===== config.mk =====
export PLATFORM = sky130hd
export DESIGN_NAME = psw_guard
export DESIGN_NICKNAME = d
export VERILOG_FILES = /design/src/rtl/psw_guard_pkg.sv /design/src/rtl/psw_perm.sv /design/src/rtl/psw_merge.sv /design/src/rtl/psw_stack_port.sv /design/src/rtl/psw_guard.sv
export SDC_FILE = /design/constraint.sdc
export NUM_CORES = 1
export LEC_CHECK = 0
export BUFFER_PORTS_ARGS = -buffer_cell sky130_fd_sc_hd__buf_2
export CAP_MARGIN = 20
export CORE_ASPECT_RATIO = 0.8
export CORE_UTILIZATION = 55
export CTS_BUF_LIST = sky130_fd_sc_hd__clkbuf_4 sky130_fd_sc_hd__clkbuf_8
export DETAILED_ROUTE_END_ITERATION = 8
export GPL_TIMING_DRIVEN = 0
export HOLD_SLACK_MARGIN = 0.1
export PLACE_DENSITY = 0.86
export SLEW_MARGIN = 20
export SYNTH_ARGS = -nofsm -noshare
export SYNTH_HDL_FRONTEND = slang
export SYNTH_SLANG_ARGS = --single-unit

===== constraint.sdc =====
create_clock -name clk -period 4.05 [get_ports clk]
set_input_delay 0.81 -clock clk [delete_from_list [all_inputs] [get_ports clk]]
set_output_delay 0.81 -clock clk [all_outputs]
set_load 0.03 [all_outputs]

===== src/rtl/psw_guard_pkg.sv =====
package psw_guard_pkg;

  typedef enum logic [2:0] {
    OP_NOP  = 3'd0,
    OP_LDB  = 3'd1,
    OP_STB  = 3'd2,
    OP_PUSH = 3'd3,
    OP_POP  = 3'd4,
    OP_STI  = 3'd5,
    OP_CLI  = 3'd6,
    OP_IRET = 3'd7
  } psw_op_e;

  localparam int FW      = 16;
  localparam int BW      = 8;
  localparam int PLW     = 2;
  localparam int IE_BIT  = 9;
  localparam int PL_LO   = 12;
  localparam int PL_HI   = PL_LO + PLW - 1;
  localparam logic [BW-1:0] XFER_MASK = 8'hD5;

endpackage


===== src/rtl/psw_perm.sv =====
module psw_perm
  import psw_guard_pkg::*;
(
  input  logic           prot,
  input  logic [PLW-1:0] cpl,
  input  logic [PLW-1:0] pl,
  output logic           may_ie,
  output logic           may_pl,
  output logic           trap_ie
);

  always_comb begin
    may_ie  = !prot || (cpl <= pl);
    may_pl  = !prot || (cpl == '0);
    trap_ie = prot && (cpl > pl);
  end

endmodule


===== src/rtl/psw_merge.sv =====
module psw_merge
  import psw_guard_pkg::*;
(
  input  psw_op_e       kind,
  input  logic [FW-1:0] cur,
  input  logic [FW-1:0] src,
  input  logic [FW-1:0] rest,
  input  logic          may_ie,
  input  logic          may_pl,
  input  logic          trap_ie,
  output logic [FW-1:0] nxt
);

  logic [BW-1:0] low_mix;

  for (genvar b = 0; b < BW; b++) begin : g_low
    if (XFER_MASK[b]) begin : g_take
      assign low_mix[b] = src[b];
    end else begin : g_keep
      assign low_mix[b] = cur[b];
    end
  end

  always_comb begin
    nxt = cur;
    case (kind)
      OP_STB: nxt[BW-1:0] = low_mix;
      OP_STI: if (!trap_ie) nxt[IE_BIT] = 1'b1;
      OP_CLI: if (!trap_ie) nxt[IE_BIT] = 1'b0;
      OP_POP, OP_IRET: begin
        nxt = rest;
        if (!may_ie) nxt[IE_BIT] = cur[IE_BIT];
        if (!may_pl) nxt[PL_HI:PL_LO] = cur[PL_HI:PL_LO];
      end
      default: nxt = cur;
    endcase
  end

endmodule


===== src/rtl/psw_stack_port.sv =====
module psw_stack_port
  import psw_guard_pkg::*;
#(
  parameter int AW = 16
) (
  input  logic           clk,
  input  logic           rst_n,
  input  logic           go_push,
  input  logic           go_pop,
  input  logic [AW-1:0]  sp_cur,
  input  logic [FW-1:0]  flags,
  input  logic [PLW-1:0] cpl,
  input  logic           prot,
  output logic [AW-1:0]  mem_addr,
  output logic [FW-1:0]  mem_wdata,
  output logic           mem_we,
  output logic           mem_re,
  output logic           pend_q,
  output logic [AW-1:0]  pend_sp_q,
  output logic [PLW-1:0] pend_cpl_q,
  output logic           pend_prot_q
);

  localparam int STEP = FW / 8;
  localparam logic [AW-1:0] STEP_V = AW'(STEP);

  logic           pend_d;
  logic [AW-1:0]  pend_sp_d;
  logic [PLW-1:0] pend_cpl_d;
  logic           pend_prot_d;

  always_comb begin
    mem_we    = go_push;
    mem_re    = go_pop;
    mem_wdata = flags;
    mem_addr  = go_push ? (sp_cur - STEP_V) : sp_cur;
  end

  always_comb begin
    pend_d      = go_pop;
    pend_sp_d   = pend_sp_q;
    pend_cpl_d  = pend_cpl_q;
    pend_prot_d = pend_prot_q;
    if (go_pop) begin
      pend_sp_d   = sp_cur + STEP_V;
      pend_cpl_d  = cpl;
      pend_prot_d = prot;
    end
  end

  always_ff @(posedge clk or negedge rst_n) begin
    if (!rst_n) begin
      pend_q      <= 1'b0;
      pend_sp_q   <= '0;
      pend_cpl_q  <= '0;
      pend_prot_q <= 1'b0;
    end else begin
      pend_q <= pend_d;
      if (go_pop) begin
        pend_sp_q   <= pend_sp_d;
        pend_cpl_q  <= pend_cpl_d;
        pend_prot_q <= pend_prot_d;
      end
    end
  end

endmodule


===== src/rtl/psw_guard.sv =====
module psw_guard
  import psw_guard_pkg::*;
#(
  parameter int AW = 16
) (
  input  logic          clk,
  input  logic          rst_n,
  input  logic          start,
  input  logic [2:0]    op,
  input  logic [1:0]    cpl,
  input  logic          prot_mode,
  input  logic [15:0]   src_word,
  input  logic [AW-1:0] sp_cur,
  input  logic [15:0]   mem_rdata,
  output logic [15:0]   flags,
  output logic [7:0]    byte_out,
  output logic [AW-1:0] sp_next,
  output logic          sp_we,
  output logic [AW-1:0] mem_addr,
  output logic [15:0]   mem_wdata,
  output logic          mem_we,
  output logic          mem_re,
  output logic          done,
  output logic          fault
);

  localparam logic [AW-1:0] STEP_V = AW'(FW / 8);

  logic [1:0] rs_q;
  logic       rst_sync_n;

  always_ff @(posedge clk or negedge rst_n) begin
    if (!rst_n) rs_q <= 2'b00;
    else        rs_q <= {rs_q[0], 1'b1};
  end
  assign rst_sync_n = rs_q[1];

  psw_op_e        op_in;
  psw_op_e        kind;
  logic           accept;
  logic           go_push, go_pop;
  logic           pend_q, pend_prot_q;
  logic [AW-1:0]  pend_sp_q;
  logic [PLW-1:0] pend_cpl_q;
  logic           eff_prot;
  logic [PLW-1:0] eff_cpl;
  logic [FW-1:0]  rest_word;
  logic           may_ie, may_pl, trap_ie;

  logic [FW-1:0] flags_q, flags_d;
  logic [BW-1:0] byte_q, byte_d;
  logic [AW-1:0] sp_q, sp_d;
  logic          sp_we_q, sp_we_d;
  logic          done_q, done_d;
  logic          fault_q, fault_d;
  logic          byte_en;

  always_comb begin
    op_in   = psw_op_e'(op);
    accept  = start && !pend_q;
    go_push = accept && (op_in == OP_PUSH);
    go_pop  = accept && (op_in == OP_POP);
    if (pend_q)                        kind = OP_POP;
    else if (accept && !go_pop)        kind = op_in;
    else                               kind = OP_NOP;
    eff_prot  = pend_q ? pend_prot_q : prot_mode;
    eff_cpl   = pend_q ? pend_cpl_q  : cpl;
    rest_word = pend_q ? mem_rdata   : src_word;
  end

  psw_stack_port #(.AW(AW)) u_stack (
    .clk        (clk),
    .rst_n      (rst_sync_n),
    .go_push    (go_push),
    .go_pop     (go_pop),
    .sp_cur     (sp_cur),
    .flags      (flags_q),
    .cpl        (cpl),
    .prot       (prot_mode),
    .mem_addr   (mem_addr),
    .mem_wdata  (mem_wdata),
    .mem_we     (mem_we),
    .mem_re     (mem_re),
    .pend_q     (pend_q),
    .pend_sp_q  (pend_sp_q),
    .pend_cpl_q (pend_cpl_q),
    .pend_prot_q(pend_prot_q)
  );

  psw_perm u_perm (
    .prot   (eff_prot),
    .cpl    (eff_cpl),
    .pl     (flags_q[PL_HI:PL_LO]),
    .may_ie (may_ie),
    .may_pl (may_pl),
    .trap_ie(trap_ie)
  );

  psw_merge u_merge (
    .kind   (kind),
    .cur    (flags_q),
    .src    (src_word),
    .rest   (rest_word),
    .may_ie (may_ie),
    .may_pl (may_pl),
    .trap_ie(trap_ie),
    .nxt    (flags_d)
  );

  always_comb begin
    byte_en = accept && (op_in == OP_LDB);
    byte_d  = flags_q[BW-1:0] & XFER_MASK;
    done_d  = (accept && !go_pop) || pend_q;
    fault_d = accept && ((op_in == OP_STI) || (op_in == OP_CLI)) && trap_ie;
    sp_we_d = go_push || pend_q;
    sp_d    = pend_q ? pend_sp_q : (sp_cur - STEP_V);
  end

  always_ff @(posedge clk or negedge rst_sync_n) begin
    if (!rst_sync_n) begin
      flags_q <= '0;
      byte_q  <= '0;
      sp_q    <= '0;
      sp_we_q <= 1'b0;
      done_q  <= 1'b0;
      fault_q <= 1'b0;
    end else begin
      flags_q <= flags_d;
      if (byte_en) byte_q <= byte_d;
      if (sp_we_d) sp_q   <= sp_d;
      sp_we_q <= sp_we_d;
      done_q  <= done_d;
      fault_q <= fault_d;
    end
  end

  assign flags    = flags_q;
  assign byte_out = byte_q;
  assign sp_next  = sp_q;
  assign sp_we    = sp_we_q;
  assign done     = done_q;
  assign fault    = fault_q;

endmodule


==> results.py <==
metrics = {
    "status": {
        "status": "finished, final reports clean",
    },
    "route": {
        "vias": 3242,
        "ant_nets": 0,
        "routed_via_density": 5.551,
        "routed_wirelength_um": 9494,
        "detail_route.iter0.violations": 208,
        "post-route-drc-count": 0,
        "routedWlPerCell_um": 16.26,
        "drt_pre_antenna_iters": 5,
    },
    "clock_network": {
        "htreeDepth": 3,
        "hold_buffers": 0,
        "cts_sinks": 62,
        "cts-buffers-inserted": 9,
        "cts.clk_slew.worst_paths_ps": 60,
        "clock_path_buffers": 2,
        "post_cts_buffers": 0,
        "cts_resized": 0,
        "clock_latency_ps": 350,
        "cts_tree": "done",
        "root_buffer": "clkbuf_8",
    },
    "final_layout": {
        "final_common_cell": "buf_2",
        "area_growth_pct": 26.55,
        "final_cell_mix": "buf_2, dfrtp_1, nand2_1, o21ai_0, xnor2_1",
        "fin_nets": 559,
        "drive_above_1_share_pct": 39.56,
        "fill_cells": 483,
        "antenna_cells": 0,
    },
    "power_and_ir_drop": {
        "netSwitchingPower_uw": 822.3,
        "p_seq_share_pct": 37.8,
        "clockPowerShare_pct": 27.9,
        "swShare_pct": 37.11,
        "ir_drop_mv": 0.2980,
        "p_int_mw": 1.394,
        "combPwrFrac_pct": 34.3,
        "p_leak_nw": 2.187,
        "p_per_area_nw_per_um2": 489.0,
    },
    "logic_synthesis": {
        "synth_area_um2": 3581,
        "synth.avg_cell_area_um2": 9.811,
        "yosysWarningCount": 0,
        "ys_seq_elements": 62,
        "synth.area.mux_share_pct": 8.945,
        "synth_compound_area_share_pct": 11.43,
        "synth_cell_types": 46,
        "synth-adder-area-share_pct": 1.398,
        "synth_top_area_share_pct": 43.33,
        "synth_top_family_by_area": "simple AND/OR/NAND/NOR gates",
        "synth-xor-area-share_pct": 9.783,
        "syn_inst": 365,
        "synthTopCellsByArea": "dfrtp_1, xnor2_1, buf_4",
        "synthSimpleGateAreaFrac_pct": 15.48,
        "netlist.top_cell.by_area": "dfrtp_1",
        "ys_seq_area_share_pct": 43.33,
    },
    "sta": {
        "slew_headroom_pct": 51.32,
        "rsz0062_at_grt": "false",
        "final_max_slew_viol_count": 0,
        "finClkSkew_ps": 6.532,
        "hold_ws_ps": 235.3,
        "layout_min_cycle_time_ps": 3353,
        "tightest_slew_ps": 726.8,
        "setup_viol": 0,
        "finalSetupTns_ps": 0,
        "hold_viol": 0,
        "clock.fmax_mhz": 298.3,
        "fin_crit_sh_pct": 82.78,
    },
    "global_routing": {
        "grt_pass1_vias": 3048,
        "grt_usage_pct": 29.37,
        "grt_pass1_wl_um": 15110,
        "antenna_found_initial": 0,
        "grt_max_degree": 34,
        "grt_overflow": 0,
    },
    "floorplanning": {
        "boundaryPins": 134,
        "dieArea_um2": 6840,
        "die_x_um": 92.22,
        "core_area_um2": 6100,
        "die_h_um": 74.17,
        "initial_core_util_pct": 58.71,
        "rows": 25,
    },
    "placement": {
        "dpl.hpwl_um": 6926,
        "portBuffers": 119,
        "gp_congestion": 0.9175,
    },
    "worst_setup_path": {
        "critPathKind": "input port to output pin",
        "regToRegStartpoint": "u_stack.pend_q$_DFF_PN0_",
        "crit_arrival_ps": 2540,
        "cp.required_ps": 3240,
        "crit_start": "sp_cur[2]",
        "cp_max_fo": 7,
        "endpoint_kind": "output pin",
        "critical_path.startpoint_type": "input port",
    },
    "min_path": {
        "hp-class": "input port to async pin",
    },
    "run": {
        "drv_cap": 0,
    },
}
flip-flops by register name, indices dropped and copies added (netlist names):
name                 count
fault                    1
u_stack.pend_q           1
u_stack.pend_sp_q       16
sp_next                 16
byte_out                 5
done                     1
u_stack.pend_cpl_q       2
flags                   16
sp_we                    1
rs_q                     2
u_stack.pend_prot_q      1
Yosys cell counts, drive strengths merged:
master and number:
clkinv 1, mux2 13, dfrtp 62, nand2 46, a31oi 1, nor4 10
o21ai 35, conb 2, o21bai 1, nor2 14, nor3 11, ha 4
a21o 2, nand3 10, inv 9, o211ai 2, nor2b 2, a221o 6
and4bb 1, a41oi 1, o31ai 1, a22oi 10, nor3b 2, a21oi 5
or3 2, a32o 1, nand4 5, mux2i 17, buf 40, or4 2
xnor2 24, xor2 16, clkbuf 7
worst max-delay path, cell delays in order:
cell	delay [ps]
buf_2	140
nor3_2	510
nand2_1	330
nor3_1	360
xor2_1	180
buf_2	210
stage by stage:
| stage | instance area, um^2 | setup slack (ps) | instances | util, % | power, mW |
|---|---|---|---|---|---|
| 3_5_place_dp | 4309 | 794.3 | 568 | 70.65 | 1.607 |
| 2_1_floorplan | 3588 | 894.7 | 367 | - | 1.373 |
| 3_3_place_gp | 4285 | 831.6 | 567 | 70.26 | 1.577 |
| 6_report | 4532 | 697.4 | 584 | 74.30 | 2.216 |
| 4_1_cts | 4532 | 754.1 | 584 | 74.30 | 2.222 |
| 5_1_grt | 4532 | 627.9 | 584 | 74.30 | 2.321 |
path summary, 6_finish.rpt:
kind | slack [ps] | cells past startpoint | end
setup / recovery | 700 | 6 | mem_addr[12]
min in group clk | 370 | 0 | rs_q[1]$_DFF_PN0_
max in group asynchronous | 3300 | 1 | sp_next[9]$_DFFE_PN0P_
setup reg to reg | 2190 | 8 | flags[9]$_DFFE_PN0P_
hold reg to reg | 250 | 0 | flags[12]$_DFFE_PN0P_
hold / removal | 240 | 1 | rs_q[1]$_DFF_PN0_
metal layers:
metal / vias up / track usage, % / routed length (um)
met3: 21 / 8.896 / 566
met5: - / 0 / 0
met2: 135 / 48.84 / 4685
met4: 0 / 9.722 / 156
met1: 1579 / 37.36 / 4085
li1: 1507 / - / -
layout make-up:
type	count	area [um^2]	share of cell area [%]
sequential	62	1555	34.32
clock buffer	12	152.6	3.368
buffer	47	300.3	6.626
tap	81	101.3	2.236
timing repair buffer	120	615.6	13.58
inverter	10	37.54	0.8283
multi-input combinational	248	1699	37.49
clock inverter	4	70.07	1.546
cells by family after synthesis:
family / Yosys count
compound gates: 65
xor+xnor: 40
fa+ha+maj: 4
buf+inv: 57
flops: 62
mux: 30
other cells: 2
simple gates: 105
power by group through the flow:
stage / sequential (mW) / combinational, mW / clock, mW
after global placement: 0.846 / 0.731 / 0
after detailed placement: 0.849 / 0.758 / 0
after global routing: 0.856 / 0.815 / 0.650
final: 0.838 / 0.761 / 0.617
after CTS: 0.838 / 0.764 / 0.620
after floorplan: 1.02 / 0.348 / 0
(Power assumes the default switching activity.)
